`src/rtl/tta_pkg.sv`:
```
package tta_pkg;
  // Endpoint codes are placed after the register block.
  localparam int OFS_OPND = 0;  // operand port  = NREG + 0
  localparam int OFS_TRIG = 1;  // first trigger = NREG + 1
  localparam int NUM_TRIG = 5;
  localparam int OFS_RES  = 6;  // result port   = NREG + 6
  localparam int OFS_EXT  = 7;  // external in   = NREG + 7

  typedef enum logic [2:0] {
    OP_ADD = 3'd0,
    OP_SUB = 3'd1,
    OP_AND = 3'd2,
    OP_OR  = 3'd3,
    OP_XOR = 3'd4
  } alu_op_e;
endpackage

```
`src/rtl/tta_slot_dec.sv`:
```
module tta_slot_dec
  import tta_pkg::*;
#(
  parameter int NREG   = 8,
  parameter int CODE_W = 5,
  localparam int IDX_W  = $clog2(NREG),
  localparam int SLOT_W = 2 * CODE_W + 1
) (
  input  logic [SLOT_W-1:0] slot_i,
  output logic              act_o,
  output logic              bad_o,
  output logic              src_res_o,
  output logic              src_ext_o,
  output logic [IDX_W-1:0]  src_idx_o,
  output logic              dst_reg_o,
  output logic              dst_opnd_o,
  output logic              dst_trig_o,
  output logic [IDX_W-1:0]  dst_idx_o,
  output alu_op_e           trig_op_o
);
  logic              vld;
  logic [CODE_W-1:0] src, dst;
  logic              src_reg, src_ok, dst_ok;

  assign vld = slot_i[2*CODE_W];
  assign src = slot_i[2*CODE_W-1:CODE_W];
  assign dst = slot_i[CODE_W-1:0];

  assign src_reg   = src < CODE_W'(NREG);
  assign src_res_o = src == CODE_W'(NREG + OFS_RES);
  assign src_ext_o = src == CODE_W'(NREG + OFS_EXT);
  assign src_ok    = src_reg | src_res_o | src_ext_o;

  assign dst_reg_o  = dst < CODE_W'(NREG);
  assign dst_opnd_o = dst == CODE_W'(NREG + OFS_OPND);
  assign dst_trig_o = (dst >= CODE_W'(NREG + OFS_TRIG)) &&
                      (dst <  CODE_W'(NREG + OFS_TRIG + NUM_TRIG));
  assign dst_ok     = dst_reg_o | dst_opnd_o | dst_trig_o;

  assign act_o = vld & src_ok & dst_ok;
  assign bad_o = vld & ~(src_ok & dst_ok);

  assign src_idx_o = src[IDX_W-1:0];
  assign dst_idx_o = dst[IDX_W-1:0];

  always_comb begin
    if (dst == CODE_W'(NREG + OFS_TRIG + 1))      trig_op_o = OP_SUB;
    else if (dst == CODE_W'(NREG + OFS_TRIG + 2)) trig_op_o = OP_AND;
    else if (dst == CODE_W'(NREG + OFS_TRIG + 3)) trig_op_o = OP_OR;
    else if (dst == CODE_W'(NREG + OFS_TRIG + 4)) trig_op_o = OP_XOR;
    else                                          trig_op_o = OP_ADD;
  end
endmodule

```
`src/rtl/tta_regfile.sv`:
```
module tta_regfile #(
  parameter int NREG   = 8,
  parameter int DATA_W = 16,
  parameter int NSLOT  = 2,
  localparam int IDX_W = $clog2(NREG)
) (
  input  logic                          clk,
  input  logic                          rst_n,
  input  logic [NSLOT-1:0]              we_i,
  input  logic [NSLOT-1:0][IDX_W-1:0]   widx_i,
  input  logic [NSLOT-1:0][DATA_W-1:0]  wdat_i,
  output logic [NREG-1:0][DATA_W-1:0]   rd_all_o
);
  logic [NREG-1:0][DATA_W-1:0] regs_q;

  // Ascending slot order: the last matching write wins.
  always_ff @(posedge clk) begin
    if (!rst_n) begin
      regs_q <= '0;
    end else begin
      for (int s = 0; s < NSLOT; s++) begin
        if (we_i[s]) regs_q[widx_i[s]] <= wdat_i[s];
      end
    end
  end

  assign rd_all_o = regs_q;
endmodule

```
`src/rtl/tta_alu_unit.sv`:
```
module tta_alu_unit
  import tta_pkg::*;
#(
  parameter int DATA_W = 16
) (
  input  logic              clk,
  input  logic              rst_n,
  input  logic              opnd_we_i,
  input  logic [DATA_W-1:0] opnd_d_i,
  input  logic              fire_i,
  input  alu_op_e           op_i,
  input  logic [DATA_W-1:0] val_i,
  output logic [DATA_W-1:0] opnd_q_o,
  output logic [DATA_W-1:0] result_q_o
);
  function automatic logic [DATA_W-1:0] alu_eval(alu_op_e op,
                                                 logic [DATA_W-1:0] a,
                                                 logic [DATA_W-1:0] b);
    case (op)
      OP_ADD:  return a + b;
      OP_SUB:  return a - b;
      OP_AND:  return a & b;
      OP_OR:   return a | b;
      OP_XOR:  return a ^ b;
      default: return '0;
    endcase
  endfunction

  always_ff @(posedge clk) begin
    if (!rst_n) begin
      opnd_q_o   <= '0;
      result_q_o <= '0;
    end else begin
      if (opnd_we_i) opnd_q_o <= opnd_d_i;
      if (fire_i)    result_q_o <= alu_eval(op_i, opnd_q_o, val_i);
    end
  end
endmodule

```
`src/rtl/tta_core.sv`:
```
module tta_core
  import tta_pkg::*;
#(
  parameter int NREG   = 8,
  parameter int DATA_W = 16,
  parameter int NSLOT  = 2,
  parameter int CODE_W = 5,
  localparam int IDX_W  = $clog2(NREG),
  localparam int SLOT_W = 2 * CODE_W + 1
) (
  input  logic                    clk,
  input  logic                    rst_n,
  input  logic                    instr_valid,
  output logic                    instr_ready,
  input  logic [NSLOT*SLOT_W-1:0] instr_word,
  input  logic [DATA_W-1:0]       ext_in,
  input  logic [IDX_W-1:0]        dbg_sel,
  output logic [DATA_W-1:0]       dbg_data,
  output logic [DATA_W-1:0]       operand_val,
  output logic [DATA_W-1:0]       result_val,
  output logic                    err_flag
);
  logic                         accept;
  logic [NSLOT-1:0]             act, bad, src_res, src_ext;
  logic [NSLOT-1:0]             dst_reg, dst_opnd, dst_trig;
  logic [NSLOT-1:0][IDX_W-1:0]  src_idx, dst_idx;
  alu_op_e                      trig_op [NSLOT];
  logic [NSLOT-1:0][DATA_W-1:0] slot_dat;
  logic [NREG-1:0][DATA_W-1:0]  reg_rd;
  logic [NSLOT-1:0]             reg_we;

  // Named events for the checker
  logic                         trig_fire;
  logic                         opnd_we;
  logic                         any_bad;
  alu_op_e                      fire_op;
  logic [DATA_W-1:0]            fire_val, opnd_d, result_q, opnd_q;
  logic                         err_q;

  assign instr_ready = 1'b1;
  assign accept      = instr_valid & instr_ready;

  for (genvar s = 0; s < NSLOT; s++) begin : g_slot
    tta_slot_dec #(.NREG(NREG), .CODE_W(CODE_W)) u_dec (
      .slot_i    (instr_word[s*SLOT_W +: SLOT_W]),
      .act_o     (act[s]),
      .bad_o     (bad[s]),
      .src_res_o (src_res[s]),
      .src_ext_o (src_ext[s]),
      .src_idx_o (src_idx[s]),
      .dst_reg_o (dst_reg[s]),
      .dst_opnd_o(dst_opnd[s]),
      .dst_trig_o(dst_trig[s]),
      .dst_idx_o (dst_idx[s]),
      .trig_op_o (trig_op[s])
    );
    // Sources are read from state held before this instruction.
    assign slot_dat[s] = src_ext[s] ? ext_in :
                         src_res[s] ? result_q : reg_rd[src_idx[s]];
    assign reg_we[s]   = accept & act[s] & dst_reg[s];
  end

  tta_regfile #(.NREG(NREG), .DATA_W(DATA_W), .NSLOT(NSLOT)) u_rf (
    .clk     (clk),
    .rst_n   (rst_n),
    .we_i    (reg_we),
    .widx_i  (dst_idx),
    .wdat_i  (slot_dat),
    .rd_all_o(reg_rd)
  );

  // Highest-numbered slot takes the operand and trigger ports.
  always_comb begin
    trig_fire = 1'b0;
    fire_op   = OP_ADD;
    fire_val  = '0;
    opnd_we   = 1'b0;
    opnd_d    = '0;
    for (int s = 0; s < NSLOT; s++) begin
      if (accept && act[s] && dst_trig[s]) begin
        trig_fire = 1'b1;
        fire_op   = trig_op[s];
        fire_val  = slot_dat[s];
      end
      if (accept && act[s] && dst_opnd[s]) begin
        opnd_we = 1'b1;
        opnd_d  = slot_dat[s];
      end
    end
  end

  tta_alu_unit #(.DATA_W(DATA_W)) u_alu (
    .clk       (clk),
    .rst_n     (rst_n),
    .opnd_we_i (opnd_we),
    .opnd_d_i  (opnd_d),
    .fire_i    (trig_fire),
    .op_i      (fire_op),
    .val_i     (fire_val),
    .opnd_q_o  (opnd_q),
    .result_q_o(result_q)
  );

  assign any_bad = accept & (|bad);

  always_ff @(posedge clk) begin
    if (!rst_n) err_q <= 1'b0;
    else if (any_bad) err_q <= 1'b1;
  end

  assign dbg_data    = reg_rd[dbg_sel];
  assign operand_val = opnd_q;
  assign result_val  = result_q;
  assign err_flag    = err_q;
endmodule

```
`config.mk`:
```
export PLATFORM = sky130hd
export DESIGN_NAME = tta_core
export DESIGN_NICKNAME = d
export VERILOG_FILES = /design/src/rtl/tta_pkg.sv /design/src/rtl/tta_slot_dec.sv /design/src/rtl/tta_regfile.sv /design/src/rtl/tta_alu_unit.sv /design/src/rtl/tta_core.sv
export SDC_FILE = /design/constraint.sdc
export NUM_CORES = 1
export LEC_CHECK = 0
export ABC_CLOCK_PERIOD_IN_PS = 14100
export BUFFER_PORTS_ARGS = -buffer_cell sky130_fd_sc_hd__buf_2
export CAP_MARGIN = 25
export CELL_PAD_IN_SITES_DETAIL_PLACEMENT = 0
export CELL_PAD_IN_SITES_GLOBAL_PLACEMENT = 1
export CORE_AREA = 2 2 212 214
export CTS_BUF_LIST = sky130_fd_sc_hd__clkbuf_4
export DETAILED_ROUTE_END_ITERATION = 8
export DIE_AREA = 0 0 214 216
export PLACE_DENSITY_LB_ADDON = 0.1
export SYNTH_ARGS = -nofsm -noshare
export SYNTH_HDL_FRONTEND = slang
export SYNTH_SLANG_ARGS = --single-unit
```
`constraint.sdc`:
```
create_clock -name clk -period 14.1 [get_ports clk]
set_input_delay 1.41 -clock clk [delete_from_list [all_inputs] [get_ports clk]]
set_output_delay 1.41 -clock clk [all_outputs]
set_load 0.005 [all_outputs]
```
**After elaboration in Yosys (flattened, before gate mapping)**

Index checks and enable logic that the tools add are counted.

- Memory bits (read-only): 0
- Output and inout bits: 50
- Flip-flop bits (word level): 161
- Bits of input ports: 44
- Bits in writable memories: 0
- Bits in latches: 0
- Logic and storage cells: 122
- Memories: 0

- Reductions and logical operators: 12
- Bitwise logic cells: 26
- Add/subtract/negate cells: 2
- Multiply operators: 0
- $lt $le $gt $ge: 15
- Shift-type cells: 0
- Eq/ne operators: 18
- Div/mod/pow operators: 0
- Muxes and demuxes: 38

Operators by type and width:

| cell | number |
|---|---|
| 2-to-1 mux 128 bit | 3 |
| bitwise mux 128 bit | 2 |
| 2-to-1 mux 16 bit | 13 |
| binary-select mux 16 bit (select 3 bit) | 3 |
| demux 16 bit (select 3 bit) | 2 |
| case mux 16 bit (5 select lines) | 1 |
| == test 5 x 4 -> 1 bit (second input constant) | 14 |
| < comparator 5 x 4 -> 1 bit (second input constant) | 6 |
| 2-to-1 mux 3 bit | 10 |
| < comparator 3 x 4 -> 1 bit (second input constant) | 5 |
| adder 16 bit | 1 |
| AND 16 bit | 1 |
| bitwise OR 16 bit | 1 |
| subtractor 16 bit | 1 |
| XOR 16 bit | 1 |
| AND 1 bit | 13 |
| greater-or-equal comparator 5 x 4 -> 1 bit (second input constant) | 2 |
| logical AND 1 bit | 10 |
| bitwise OR 1 bit | 8 |
| == test 3 x 2 -> 1 bit (second input constant) | 2 |
| greater-or-equal comparator 3 x 1 -> 1 bit (second input constant) | 2 |
| 2-to-1 mux 1 bit | 4 |
| == test 3 x 1 -> 1 bit (second input constant) | 1 |
| == test 3 bit (second input constant) | 1 |
| 3 further kinds | 4 |

**Logic depth before layout (Yosys ltp)**

- Depth after elaboration: 11
- Depth in mapped cells: 24
- Depth with buffers taken out: 21

**By module**

A second synthesis with hierarchy kept.

- Cells, all modules: 1,729
- Area total of the unflattened synthesis: 13,610.6 um2

Modules (own cells, without submodules):

| module | times used | area an instance (um2) | cells an instance |
|---|---|---|---|
| tta_regfile | 1 | 5,681.7 | 751 |
| tta_core | 1 | 4,294.1 | 516 |
| tta_alu_unit | 1 | 3,256.9 | 408 |
| tta_slot_dec | 2 | 188.9 | 27 |

**Worst setup path before layout**

Ideal clock, no wire load.

- Path kind: input to register
- Start: input port instr_word[2]
- End: register u_alu.result_q_o[14]
- Stages on the path: 23
- Library setup time: 117 ps
- Path slack: 8,444 ps
- Arrival: 5,539 ps
- Buffers on the path: 3
- Cell sequence: clkbuf_1 -> nor3_1 -> a21oi_1 -> nand3_1 -> nand2b_1 -> clkbuf_1 -> o31ai_1 -> and2_1 -> clkbuf_1 -> nor2_1 -> xnor2_1 -> ha_1 -> a21o_1 -> a21o_1 -> a21oi_1 -> o21ai_0 -> a211oi_1 -> o21bai_1 -> a21oi_1 -> o21ai_0 -> xor2_1 -> a21oi_1 -> nor2_1

- Longest elaborated chain between the ends: 10

RTL lines:

| item | RTL line | text |
|---|---|---|
| from (decl) | tta_core.sv:15 | `input logic [NSLOT*SLOT_W-1:0] instr_word,` |
| < comparator 5 x 4 -> 1 bit, or another cell as far along | tta_slot_dec.sv:34 | `assign dst_reg_o = dst < CODE_W'(NREG);` |
| bitwise OR 1 bit / logical AND 1 bit (equally long branches) | tta_slot_dec.sv:38, tta_slot_dec.sv:36 |  |
| bitwise OR 1 bit | tta_slot_dec.sv:38 | `assign dst_ok = dst_reg_o \| dst_opnd_o \| dst_trig_o;` |
| AND 1 bit | tta_slot_dec.sv:40 | `assign act_o = vld & src_ok & dst_ok;` |
| logical AND 1 bit (2 in series) | tta_core.sv:80 | `if (accept && act[s] && dst_trig[s]) begin` |
| 2-to-1 mux 16 bit / 2-to-1 mux 3 bit (equally long branches) (2 in series) | tta_core.sv:80 |  |
| subtractor 16 bit, or another cell as far along | tta_alu_unit.sv:21 | `OP_SUB: return a - b;` |
| case mux 16 bit (5 select lines) | tta_alu_unit.sv:19 | `case (op)` |
| to (signal assigned) | tta_alu_unit.sv:35 | `if (fire_i) result_q_o <= alu_eval(op_i, opnd_q_o, val_i);` |
| to (decl) | tta_alu_unit.sv:14 | `output logic [DATA_W-1:0] result_q_o` |

Parallel ways exist; a longest one is shown, timed or not.
A chain may end at the register's enable or synchronous reset.

**Final worst setup path**

- Start: input port instr_word[17]
- End: register u_alu.result_q_o[12]

- Longest elaborated chain between the ends: 10

RTL lines:

| item | RTL line | text |
|---|---|---|
| < comparator 5 x 4 -> 1 bit / == test 5 x 4 -> 1 bit (equally long branches) | tta_slot_dec.sv:29, tta_slot_dec.sv:30 |  |
| bitwise OR 1 bit (2 in series) | tta_slot_dec.sv:32 | `assign src_ok = src_reg \| src_res_o \| src_ext_o;` |
| AND 1 bit (2 in series) | tta_slot_dec.sv:40 |  |
| logical AND 1 bit (2 in series) | tta_core.sv:80 |  |
| 2-to-1 mux 16 bit / 2-to-1 mux 3 bit (equally long branches) | tta_core.sv:80 |  |
| subtractor 16 bit, or another cell as far along | tta_alu_unit.sv:21 |  |
| case mux 16 bit (5 select lines) | tta_alu_unit.sv:19 |  |

Parallel ways exist; a longest one is shown, timed or not. The select of a mux whose other input is x is not followed.

==> results.cfg <==
[status]
status = finished clean

[power_and_ir_drop]
ir_worst_vdd_uv = 56.5
leakage_nw = 6.38
power-per-cell-area_nw_per_um2 = 68.1
p_total_mw = 0.979

[timing]
max_slew_margin = 0.253
max_freq_mhz = 156
layout_setup_ws_ns = 7.69
finalCriticalPeriod_ns = 6.41
setup-tns-final_ns = 0
worst_slew_pin_slew_ns = 1.12
final_hold_viol_count = 0
finalSetupViolCount = 0
rsz0062_at_grt = no
fin_crit_sh = 0.455
fin_worst_skew_ns = 0.0447
maxSlewViolCount = 0

[grt]
grt_max_degree = 83
grt-busiest-layer = met2
overflow = 0
use_met2 = 0.422
grt.met1_usage = 0.345
antenna_found_initial = 2
grt_pass1_wl_mm = 86.8
gr-usage-met3 = 0.0399
grt.total_usage = 0.260
grt_pass1_vias = 12000

[placement]
portBuffers = 92
dp_hpwl_mm = 39.4
globalplace.congestion = 0.836
place_ws_ns = 7.02

[cts]
cts.clk_slew.worst_paths_ns = 0.14
ctsLongestPathBuffers = 2
cts_sinks = 161
postCtsHoldBufs = 0
numCtsBuffers = 17
post_cts_buffers = 0
h-tree-depth = 4
cts_tree = built
post_cts_resized = 0
clk_latency_ns = 0.78
root_buffer = clkbuf_4

[worst_setup_path]
cp_common_cell = nand2_1
rr_worst_depth = 20
crit_path_top_delay_cell = nand2b_1
slowest_delay_ns = 0.66
cp.required_ns = 14.74
worstPathArrival_ns = 7.05
startpoint_type = input pin
r2r_slack_ns = 9.45
r2r_start = u_rf.rd_all_o[80]
r2r_end = u_alu.result_q_o[12]
critPathCaptureType = flip-flop
cp_max_fo = 34
crit_chain = buf_2, buf_4, nand2_1, a211oi_1, nand2_1, nand2b_1, o31ai_4, buf_4, nand2_1, nand2_1, xnor2_1, fa_1, a21o_1, a21o_1, a21oi_1, o21ai_0, a211oi_1, o21bai_1, a21oi_1, xnor2_1, a222oi_1, a21oi_1
crit_type = in -> reg

[synth]
synth_edf_count = 0
synth_nets = 1622
yosysUniqueCellTypes = 76
ys.flop_type = dfxtp_1
synthTopCellsByArea = dfxtp_1 25%, mux4_2 12%, nand2_1 8.9%, mux2i_1 7.3%, and3_1 5.4%
seq_area_frac_synth = 0.247
syn_area_um2 = 13000
synth_top_cell_by_area = dfxtp_1
yosys_warnings = 0
async_flop_share = 0
synth_top_area_share = 0.247
synth.avg_cell_area_um2 = 8.51
ys_ff_latch = 161
netlist_instances = 1532

[flow_run]
cap_viol_max_count = 0

[hold_path]
whs_path_depth = 2
min_path_type = reg -> reg
hold_start = err_flag
whs_endpoint = err_flag

[die]
die_h_um = 216
core-area_um2 = 43800
io_pins = 94
die_w_um = 214
rows = 77
start_util = 0.298
die_area_um2 = 46200

[layout]
area_growth_syn_to_layout_pct = 10.3
post-route-util = 0.328
layout-drive-gt1-share = 0.194
fin_nets = 1645

[drt]
drt_pre_antenna_iters = 5
drc = 0
routed_wl_mm = 60.1
avgRoutedWirePerCell_um = 27.8
vias_per_cell = 5.83
num_vias = 12600
drt_iter0_drc = 1076
ant_nets = 0
-- cell type report --
type	count	area, µm²
Inverter	35	131
Fill cell	4640	29500
Multi-Input combinational cell	1200	9120
Sequential cell	161	3220
Antenna cell	2	5.00
Timing Repair Buffer	140	875
Tap cell	592	741
Clock buffer	20	150
Clock inverter	10	136
-- power breakdown --
part	leakage (nW)	internal [mW]	total, mW	switching, mW
clock	0.154	0.126	0.331	0.204
sequential	1.30	0.458	0.463	0.00502
combinational	4.93	0.0646	0.186	0.121
-- synth_stat cells, drive strengths merged (6+ instances only) --
cell type / instances
xnor2: 23
nand2: 308
mux4: 72
a22oi: 17
a211oi: 6
a31oi: 6
dfxtp: 161
inv: 35
o22ai: 26
o21ai: 45
o22a: 6
nand3: 63
clkbuf: 101
a21o: 6
nand2b: 14
mux2i: 95
ha: 45
o221ai: 13
nor2b: 20
a222oi: 7
nor2: 50
buf: 35
o211ai: 90
o211a: 30
nor3: 7
and3: 113
a21oi: 53
mux2: 30
xor2: 6
-- metrics by stage --
step           area [µm²]  instances  hold slack (ns)
3_5_place_dp        14000       2125            0.476
4_1_cts             14300       2155            0.512
6_report            14400       2160            0.509
3_3_place_gp        14000       2123            0.477
5_1_grt             14400       2160            0.561
2_1_floorplan       13000       1532            0.482
-- registers in the layout, summed over array words and instances, names as in the netlist --
signal and cells:
u_alu.result_q_o 16, u_rf.rd_all_o 128, u_alu.opnd_q_o 16, err_flag 1
-- cells in the final DEF (no fill, tap or decap), types with 6 or more instances in the layout --
cell	synthesis	routed
nand2b_1	14	14
xnor2_1	23	23
a22oi_1	16	16
mux4_2	68	68
o211a_1	30	30
a21o_1	6	6
ha_1	45	45
nand2_1	308	306
a31oi_1	6	6
a222oi_1	7	7
o21ai_0	37	37
mux2i_1	95	95
mux2_2	28	28
and3_1	113	113
clkbuf_4	1	20
buf_2	15	89
nand3_1	63	63
nor2_1	50	45
nor2b_1	20	19
o211ai_1	90	90
buf_4	4	45
dfxtp_1	161	161
xor2_1	6	6
a21oi_1	51	51
o22ai_1	21	21
a211oi_1	6	6
inv_1	35	35
-- worst max-delay path by stage --
| stage | startpoint | to | slack (ns) | cells past startpoint |
|---|---|---|---|---|
| global route | instr_word[17] | u_alu.result_q_o[14] | 7.18 | 23 |
| detailed placement | instr_word[17] | u_alu.result_q_o[12] | 7.02 | 22 |
| finish | instr_word[17] | u_alu.result_q_o[12] | 7.69 | 22 |
| CTS | instr_word[17] | u_alu.result_q_o[12] | 7.86 | 22 |
| global placement | instr_word[17] | u_alu.result_q_o[14] | 7.09 | 23 |
| floorplan | instr_word[2] | u_alu.result_q_o[14] | 8.44 | 23 |
-- logic make-up (layout without fill, tap and decap cells) --
logic type,after synthesis,in the layout,synth area share
multiplexers,197,197,0.225
other,1,3,0.000288
flip-flops,161,161,0.247
XOR/XNOR,29,29,0.0195
buffers and inverters,171,205,0.0588
AND/OR/NAND/NOR,595,595,0.213
adder cells (fa/ha/maj),46,46,0.0447
AO/OA/AOI/OAI,332,332,0.192
-- critical path, delay by kind of cell --
kind / cells / cell delay (ns)
and+or+nand+nor: 5 / 1.81
adders and majority gates: 1 / 0.42
AOI/OAI and AO/OA: 11 / 2.31
xor gates and xnor gates: 2 / 0.26
buffers and inverters: 3 / 0.77
-- per-layer routing --
metal | up-vias | wire [µm] | part of all wire
li1 | 5711 | - | -
met1 | 6308 | 27100 | 0.45
met2 | 467 | 28100 | 0.47
met3 | 98 | 2940 | 0.049
met4 | 0 | 2020 | 0.034
met5 | - | 0 | 0
(Power assumes the default switching activity.)
